$ cat src/rtl/dispctl_irq_pkg.sv
package dispctl_irq_pkg;
  localparam int EVT_W = 10;

  localparam int BIT_FRAME_DONE  = 0;
  localparam int BIT_RASTER_DONE = 1;
  localparam int BIT_SYNC_LOST   = 2;
  localparam int BIT_ACB_COUNT   = 3;
  localparam int BIT_FIFO_UFLOW  = 5;
  localparam int BIT_PAL_LOADED  = 6;
  localparam int BIT_EOF_BUF0    = 8;
  localparam int BIT_EOF_BUF1    = 9;

  localparam logic [EVT_W-1:0] IMPL_MASK =
      EVT_W'((1 << BIT_FRAME_DONE) | (1 << BIT_RASTER_DONE) |
             (1 << BIT_SYNC_LOST)  | (1 << BIT_ACB_COUNT)   |
             (1 << BIT_FIFO_UFLOW) | (1 << BIT_PAL_LOADED)  |
             (1 << BIT_EOF_BUF0)   | (1 << BIT_EOF_BUF1));

  localparam int OFS_RAW    = 'h00;
  localparam int OFS_MASKED = 'h04;
  localparam int OFS_EN_SET = 'h08;
  localparam int OFS_EN_CLR = 'h0C;
  localparam int OFS_EOI    = 'h10;
endpackage

$ cat src/rtl/dispctl_irq_status.sv
module dispctl_irq_status
  import dispctl_irq_pkg::*;
#(
  parameter int W = EVT_W,
  parameter logic [W-1:0] IMPL = IMPL_MASK
) (
  input  logic         clk,
  input  logic         rst_n,
  input  logic [W-1:0] evt_i,
  input  logic [W-1:0] clr_i,
  output logic [W-1:0] raw_o
);
  logic [W-1:0] raw_q;

  for (genvar k = 0; k < W; k++) begin : g_bit
    if (IMPL[k]) begin : g_impl
      always_ff @(posedge clk or negedge rst_n) begin
        if (!rst_n)          raw_q[k] <= 1'b0;
        else if (evt_i[k])   raw_q[k] <= 1'b1;
        else if (clr_i[k])   raw_q[k] <= 1'b0;
      end


      evt_wins_chk: assert property (@(posedge clk) disable iff (!rst_n)
        evt_i[k] |=> raw_q[k]);


      sticky_hold_chk: assert property (@(posedge clk) disable iff (!rst_n)
        (raw_q[k] && !clr_i[k]) |=> raw_q[k]);
    end else begin : g_none
      assign raw_q[k] = 1'b0;
    end
  end

  assign raw_o = raw_q;
endmodule

$ cat src/rtl/dispctl_irq_enable.sv
module dispctl_irq_enable
  import dispctl_irq_pkg::*;
#(
  parameter int W = EVT_W,
  parameter logic [W-1:0] IMPL = IMPL_MASK
) (
  input  logic         clk,
  input  logic         rst_n,
  input  logic         set_i,
  input  logic         clr_i,
  input  logic [W-1:0] bits_i,
  output logic [W-1:0] en_o
);
  logic [W-1:0] en_q;
  logic [W-1:0] sel;

  assign sel = bits_i & IMPL;

  always_ff @(posedge clk or negedge rst_n) begin
    if (!rst_n)     en_q <= '0;
    else if (set_i) en_q <= en_q | sel;
    else if (clr_i) en_q <= en_q & ~sel;
  end

  assign en_o = en_q;


  en_set_chk: assert property (@(posedge clk) disable iff (!rst_n)
    set_i |=> ((en_q & $past(sel)) == $past(sel)));


  en_clr_chk: assert property (@(posedge clk) disable iff (!rst_n)
    (clr_i && !set_i) |=> ((en_q & $past(sel)) == '0));
endmodule

$ cat src/rtl/dispctl_irq_arm.sv
module dispctl_irq_arm (
  input  logic clk,
  input  logic rst_n,
  input  logic pending_i,
  input  logic eoi_i,
  output logic irq_o
);
  logic armed_q;
  logic irq_q;
  logic fire;

  assign fire = armed_q & pending_i;

  always_ff @(posedge clk or negedge rst_n) begin
    if (!rst_n) begin
      armed_q <= 1'b1;
      irq_q   <= 1'b0;
    end else begin
      irq_q <= fire;
      if (fire)       armed_q <= 1'b0;
      else if (eoi_i) armed_q <= 1'b1;
    end
  end

  assign irq_o = irq_q;


  irq_pulse_chk: assert property (@(posedge clk) disable iff (!rst_n)
    irq_q |=> !irq_q);


  irq_disarms_chk: assert property (@(posedge clk) disable iff (!rst_n)
    irq_q |-> !armed_q);


  stay_disarmed_chk: assert property (@(posedge clk) disable iff (!rst_n)
    (!armed_q && !eoi_i) |=> !armed_q);
endmodule

$ cat src/rtl/dispctl_irq_unit.sv
module dispctl_irq_unit
  import dispctl_irq_pkg::*;
#(
  parameter int ADDR_W = 5,
  parameter int DATA_W = 32
) (
  input  logic              clk,
  input  logic              rst_n,
  input  logic [EVT_W-1:0]  evt_i,
  input  logic              wr_en_i,
  input  logic [ADDR_W-1:0] addr_i,
  input  logic [DATA_W-1:0] wdata_i,
  output logic [DATA_W-1:0] rdata_o,
  output logic              irq_o
);
  localparam int PAD_W = DATA_W - EVT_W;

  logic             hit_raw, hit_masked, hit_set, hit_clr, hit_eoi;
  logic [EVT_W-1:0] wbits;
  logic [EVT_W-1:0] raw, en, masked;
  logic [EVT_W-1:0] rd_sel;

  assign hit_raw    = (addr_i == ADDR_W'(OFS_RAW));
  assign hit_masked = (addr_i == ADDR_W'(OFS_MASKED));
  assign hit_set    = (addr_i == ADDR_W'(OFS_EN_SET));
  assign hit_clr    = (addr_i == ADDR_W'(OFS_EN_CLR));
  assign hit_eoi    = (addr_i == ADDR_W'(OFS_EOI));
  assign wbits      = wdata_i[EVT_W-1:0];

  dispctl_irq_status #(.W(EVT_W), .IMPL(IMPL_MASK)) u_status (
    .clk   (clk),
    .rst_n (rst_n),
    .evt_i (evt_i & IMPL_MASK),
    .clr_i ((wr_en_i && hit_masked) ? wbits : '0),
    .raw_o (raw)
  );

  dispctl_irq_enable #(.W(EVT_W), .IMPL(IMPL_MASK)) u_enable (
    .clk    (clk),
    .rst_n  (rst_n),
    .set_i  (wr_en_i && hit_set),
    .clr_i  (wr_en_i && hit_clr),
    .bits_i (wbits),
    .en_o   (en)
  );

  assign masked = raw & en;

  dispctl_irq_arm u_arm (
    .clk       (clk),
    .rst_n     (rst_n),
    .pending_i (|masked),
    .eoi_i     (wr_en_i && hit_eoi),
    .irq_o     (irq_o)
  );

  always_comb begin
    rd_sel = '0;
    if (hit_raw)               rd_sel = raw;
    else if (hit_masked)       rd_sel = masked;
    else if (hit_set | hit_clr) rd_sel = en;
  end

  assign rdata_o = {{PAD_W{1'b0}}, rd_sel};
endmodule

$ cat config.mk
export PLATFORM = sky130hd
export DESIGN_NAME = dispctl_irq_unit
export DESIGN_NICKNAME = d
export VERILOG_FILES = /design/src/rtl/dispctl_irq_pkg.sv /design/src/rtl/dispctl_irq_status.sv /design/src/rtl/dispctl_irq_enable.sv /design/src/rtl/dispctl_irq_arm.sv /design/src/rtl/dispctl_irq_unit.sv
export SDC_FILE = /design/constraint.sdc
export NUM_CORES = 1
export LEC_CHECK = 0
export ABC_CLOCK_PERIOD_IN_PS = 1450
export BUFFER_PORTS_ARGS = -buffer_cell sky130_fd_sc_hd__buf_4
export CORE_MARGIN = 2
export CORE_UTILIZATION = 35
export CTS_CLUSTER_SIZE = 24
export DETAILED_ROUTE_END_ITERATION = 6
export PLACE_DENSITY = 0.72
export RECOVER_POWER = 100
export SYNTH_ARGS = -nofsm -noshare
export SYNTH_HDL_FRONTEND = slang
export SYNTH_SLANG_ARGS = --single-unit
$ cat constraint.sdc
create_clock -name clk -period 1.45 [get_ports clk]
set_input_delay 0.29 -clock clk [delete_from_list [all_inputs] [get_ports clk]]
set_output_delay 0.29 -clock clk [all_outputs]
set_load 0.005 [all_outputs]
Yosys cells after proc, flatten, opt, wreduce, memory -nomap -nowiden
Cells that the tools add are included.

cells by class
  eq/ne operators = 4
  muxes and demuxes = 24
  bitwise logic cells = 6
  reductions and logical operators = 16

operators by type and width
  cell                number
  $mux 10             6
  $and 10x10->10      2
  $reduce_bool 2->1   10
  $mux 1              18
  $eq 5x4->1 const B  2
  $not 10->10         1
  $or 10x10->10       1
  $reduce_or 10->1    1
  $eq 5x3->1 const B  1
  $eq 5x5->1 const B  1
  $logic_not 5->1     1
  $logic_and 1x1->1   4
  $and 1x1->1         1
  $or 1x1->1          1

word-level totals
  register bits after elaboration = 20
  input port bits = 50
  output and inout port bits = 33
  word-level logic and storage cells = 61

Depth between registers and ports, before layout
  depth in word-level cells = 5
  gate-level depth with buffers = 5
  mapped depth without buffers = 3

Cells and area by module
Synthesis repeated with hierarchy kept, for this count alone.

second synthesis, totals
  cell total of the unflattened synthesis = 132
  area total of the unflattened synthesis = 1,184.9 sq um

modules (own cells, without submodules)
  module              instances  cells an instance  area each (sq um)  seq. area each (sq um)
  dispctl_irq_unit    1          71                 471.7              0.0
  dispctl_irq_enable  1          29                 331.6              200.2
  dispctl_irq_status  1          27                 309.0              200.2
  dispctl_irq_arm     1          5                  72.6               51.3

Worst setup path after synthesis
No wires, ideal clock.

  path type = input-to-reg
  start point = in addr_i[4]
  end point = reg (tool-made name)
  setup time = 0.128 ns
  data arrival time = 1.277 ns
  data required time = 1.322 ns
  setup slack = 0.045 ns
  stages = 5
  path buffers = 2
  cell sequence = or4b_1 clkbuf_2 buf_6 o21ai_0 o31ai_1

RTL lines
  element             RTL line                RTL
  start: declaration  dispctl_irq_unit.sv:11  input logic [ADDR_W-1:0] addr_i,

Worst setup path after layout
  start point = in addr_i[4]
  end point = out rdata_o[6]

on the way
  word-level cells in the longest chain between the ends = 5
  elaborated cells on any way between the ends = 8
  those cells by class = 3 x eq/ne; 3 x mux; 1 x bitwise; 1 x reduce/logical

RTL lines
  element                               RTL line                                        RTL
  $eq 5x4->1, on equally long branches  dispctl_irq_unit.sv:25, dispctl_irq_unit.sv:26
  $or 1x1->1                            dispctl_irq_unit.sv:61                          else if (hit_set | hit_clr) rd_sel = en;
  $mux 10                               dispctl_irq_unit.sv:61
  $mux 10                               dispctl_irq_unit.sv:60                          else if (hit_masked) rd_sel = masked;
  $mux 10 (*)                           dispctl_irq_unit.sv:59                          if (hit_raw) rd_sel = raw;
  end: declaration                      dispctl_irq_unit.sv:13                          output logic [DATA_W-1:0] rdata_o,

Mark *: on every way between the ends. The rest lies on a longest branch, timed or not.

==> flow_metrics.tcl <==
set metrics [dict create \
    status "finished clean" \
    grt_max_degree 19 \
    r2r-end "u_arm.irq_o$_DFF_PN0_" \
    crit_required_ns 1.16 \
    synth_top_area_frac 0.386 \
    rows 20 \
    power_uw 1140 \
    grt_use_met2 0.245 \
    rr_worst_depth 3 \
    grt_pass1_vias 895 \
    seq_area_frac_synth 0.410 \
    synth-warning-count 0 \
    ys_top_cells_by_count "buf_4 (25), dfrtp_1 (17), nand4_1 (10), nor2_1 (10)" \
    cts_buffers 3 \
    chipWidth_um 60.1 \
    dp_hpwl_mm 1.95 \
    synth_cell_type_count 22 \
    post-route-period-util 0.995 \
    overflow 0 \
    grt-busiest-layer "met2" \
    synth_top_cells_by_area "dfrtp_1 (39%), buf_4 (17%), nand4_1 (5.7%)" \
    synth_seq_cells 18 \
    drtAntennaViolNets 0 \
    peakVddDrop_mv 0.362 \
    regArea_um2 452 \
    path_cells "clkbuf_1 -> or3_4 -> nor2_1 -> clkbuf_4" \
    tritoncts "yes" \
    leakagePower_uw 0.000596 \
    htreeDepth 1 \
    startpoint_type "input pin" \
    diodes 0 \
    endpoint_kind "output port" \
    min_path_cells 2 \
    fin_crit_ns 1.44 \
    maxCapViolCount 0 \
    synth_edf_count 0 \
    core_area_um2 3030 \
    path_clk_slew_ns 0.11 \
    start_util 0.364 \
    first_iter_violations 41 \
    use_met3 0.0346 \
    drc 0 \
    arrival_ns 1.15 \
    hold_ws_ns 0.163 \
    synth_flop_cell "dfrtp_1" \
    r2r_start "u_status.raw_o[2]$_DFFE_PN0P_" \
    multi_input_area_um2 512 \
    antenna_found_initial 0 \
    min_delay_worst_endpoint "u_status.raw_o[3]$_DFFE_PN0P_" \
    routed_wl_mm 2.60 \
    cp_max_fo 8 \
    p_per_area_nw_per_um2 839 \
    fmax_ghz 0.693 \
    dieArea_um2 3610 \
    yosysMostFrequentCell "buf_4" \
    cts_sinks 18 \
    grt_use_met1 0.186 \
    cts-root-buf "clkbuf_4" \
    via_per_inst 4.93 \
    synthCells 121 \
    drive_above_1_share 0.289 \
    fin_skew_ns 0.00895 \
    syn_area_um2 1100 \
    worst_path_largest_cell_delay_ns 0.45 \
    syn_area_per_cell_um2 9.11 \
    num_io_pins 83 \
    vias 1001 \
    die_h_um 60.1 \
    min-delay-start "evt_i[3]" \
    yosysTopAreaCell "dfrtp_1" \
    hold_viol_final 0 \
    grt.total_usage 0.149 \
    cp_top_family "simple AND/OR/NAND/NOR gates" \
    maxSlewViolCount 0 \
    setup_viol 0 \
    cts_buffer_depth 2 \
    path_class "input pin to output port" \
    min_path_type "input pin to register" \
    area_growth_pct 23.7 \
    first_pass_iters 4 \
    async_flop_share 1.00 \
    wire_per_inst_um 12.8 \
    crit_buf_inv 2 \
    grt_pass1_wl_mm 3.99 \
    clk_latency_ns 0.29 \
    fin_nets 210 \
    r2r_setup_slack_ns 0.37 \
    port_buffers 32 \
    crit_slowest_cell "or3_4" \
    place.gp.congestion 0.786 \
    nFillCells 312 \
]
-- through the flow --
stage          std cells  TNS, ns   util  instance area, µm²  setup slack [ns]
2_1_floorplan        144        0      -                1190            0.0447
3_3_place_gp         198    -1.10  0.438                1330            -0.129
3_5_place_dp         198    -1.44  0.438                1330            -0.144
4_1_cts              203        0  0.455                1380            0.0204
5_1_grt              203  -0.0337  0.450                1360           -0.0337
6_report             203        0  0.450                1360           0.00705
-- layout by cell type, fill, tap and decap left out --
cell type	count
nand4_1	10
nor3_1	1
clkbuf_4	10
o31ai_1	8
dfrtp_1	17
or4b_1	1
conb_1	24
or3_4	1
and2_1	1
buf_4	30
a21o_1	8
nor2b_1	1
a22oi_1	4
nor2_1	9
o22ai_1	8
nor2_2	1
mux2i_1	1
dfstp_2	1
nand2_1	8
o21ai_0	8
clkbuf_8	1
dlygate4sd3_1	1
clkbuf_1	3
clkbuf_2	2
-- what timing repair did --
item,4_1_cts,5_1_grt
hold buffers,1,0
resized for setup,1,1
gates cloned,0,0
buffers inserted,0,0
endpoints found under the setup margin,8,1
endpoints found under the hold margin,17,0
-- kinds of logic after synthesis --
kind of cell	count (synthesis)	synth area share
AO/OA/AOI/OAI	36	0.218
AND/OR/NAND/NOR	33	0.150
buffers and inverters	32	0.210
flip-flops	18	0.410
multiplexers	1	0.00908
other	1	0.00340
-- power breakdown --
part | switching [µW] | total [µW] | internal [µW]
sequential | 32.5 | 579 | 546
combinational | 136 | 261 | 125
clock | 152 | 305 | 153
-- how the worst max path moves through the flow --
stage,start,to,cells past startpoint
global route,u_status.raw_o[5]$_DFFE_PN0P_,rdata_o[5],3
detailed placement,addr_i[4],rdata_o[5],4
finish,addr_i[4],rdata_o[6],4
global placement,addr_i[4],rdata_o[6],4
CTS,addr_i[4],rdata_o[5],4
floorplan,addr_i[4],register,5
-- layout make-up --
| cell class | count | area share |
|---|---|---|
| Tap cell | 44 | 0.0404 |
| Sequential cell | 18 | 0.331 |
| Multi-Input combinational cell | 94 | 0.375 |
| Clock buffer | 4 | 0.0266 |
| Timing Repair Buffer | 43 | 0.227 |
-- routing by layer --
layer  wire, µm  part of all wire
met5          0                 0
met4          0                 0
met3        236             0.091
met2       1300              0.50
met1       1060              0.41
Note: power is estimated with default switching activity, not from simulation.
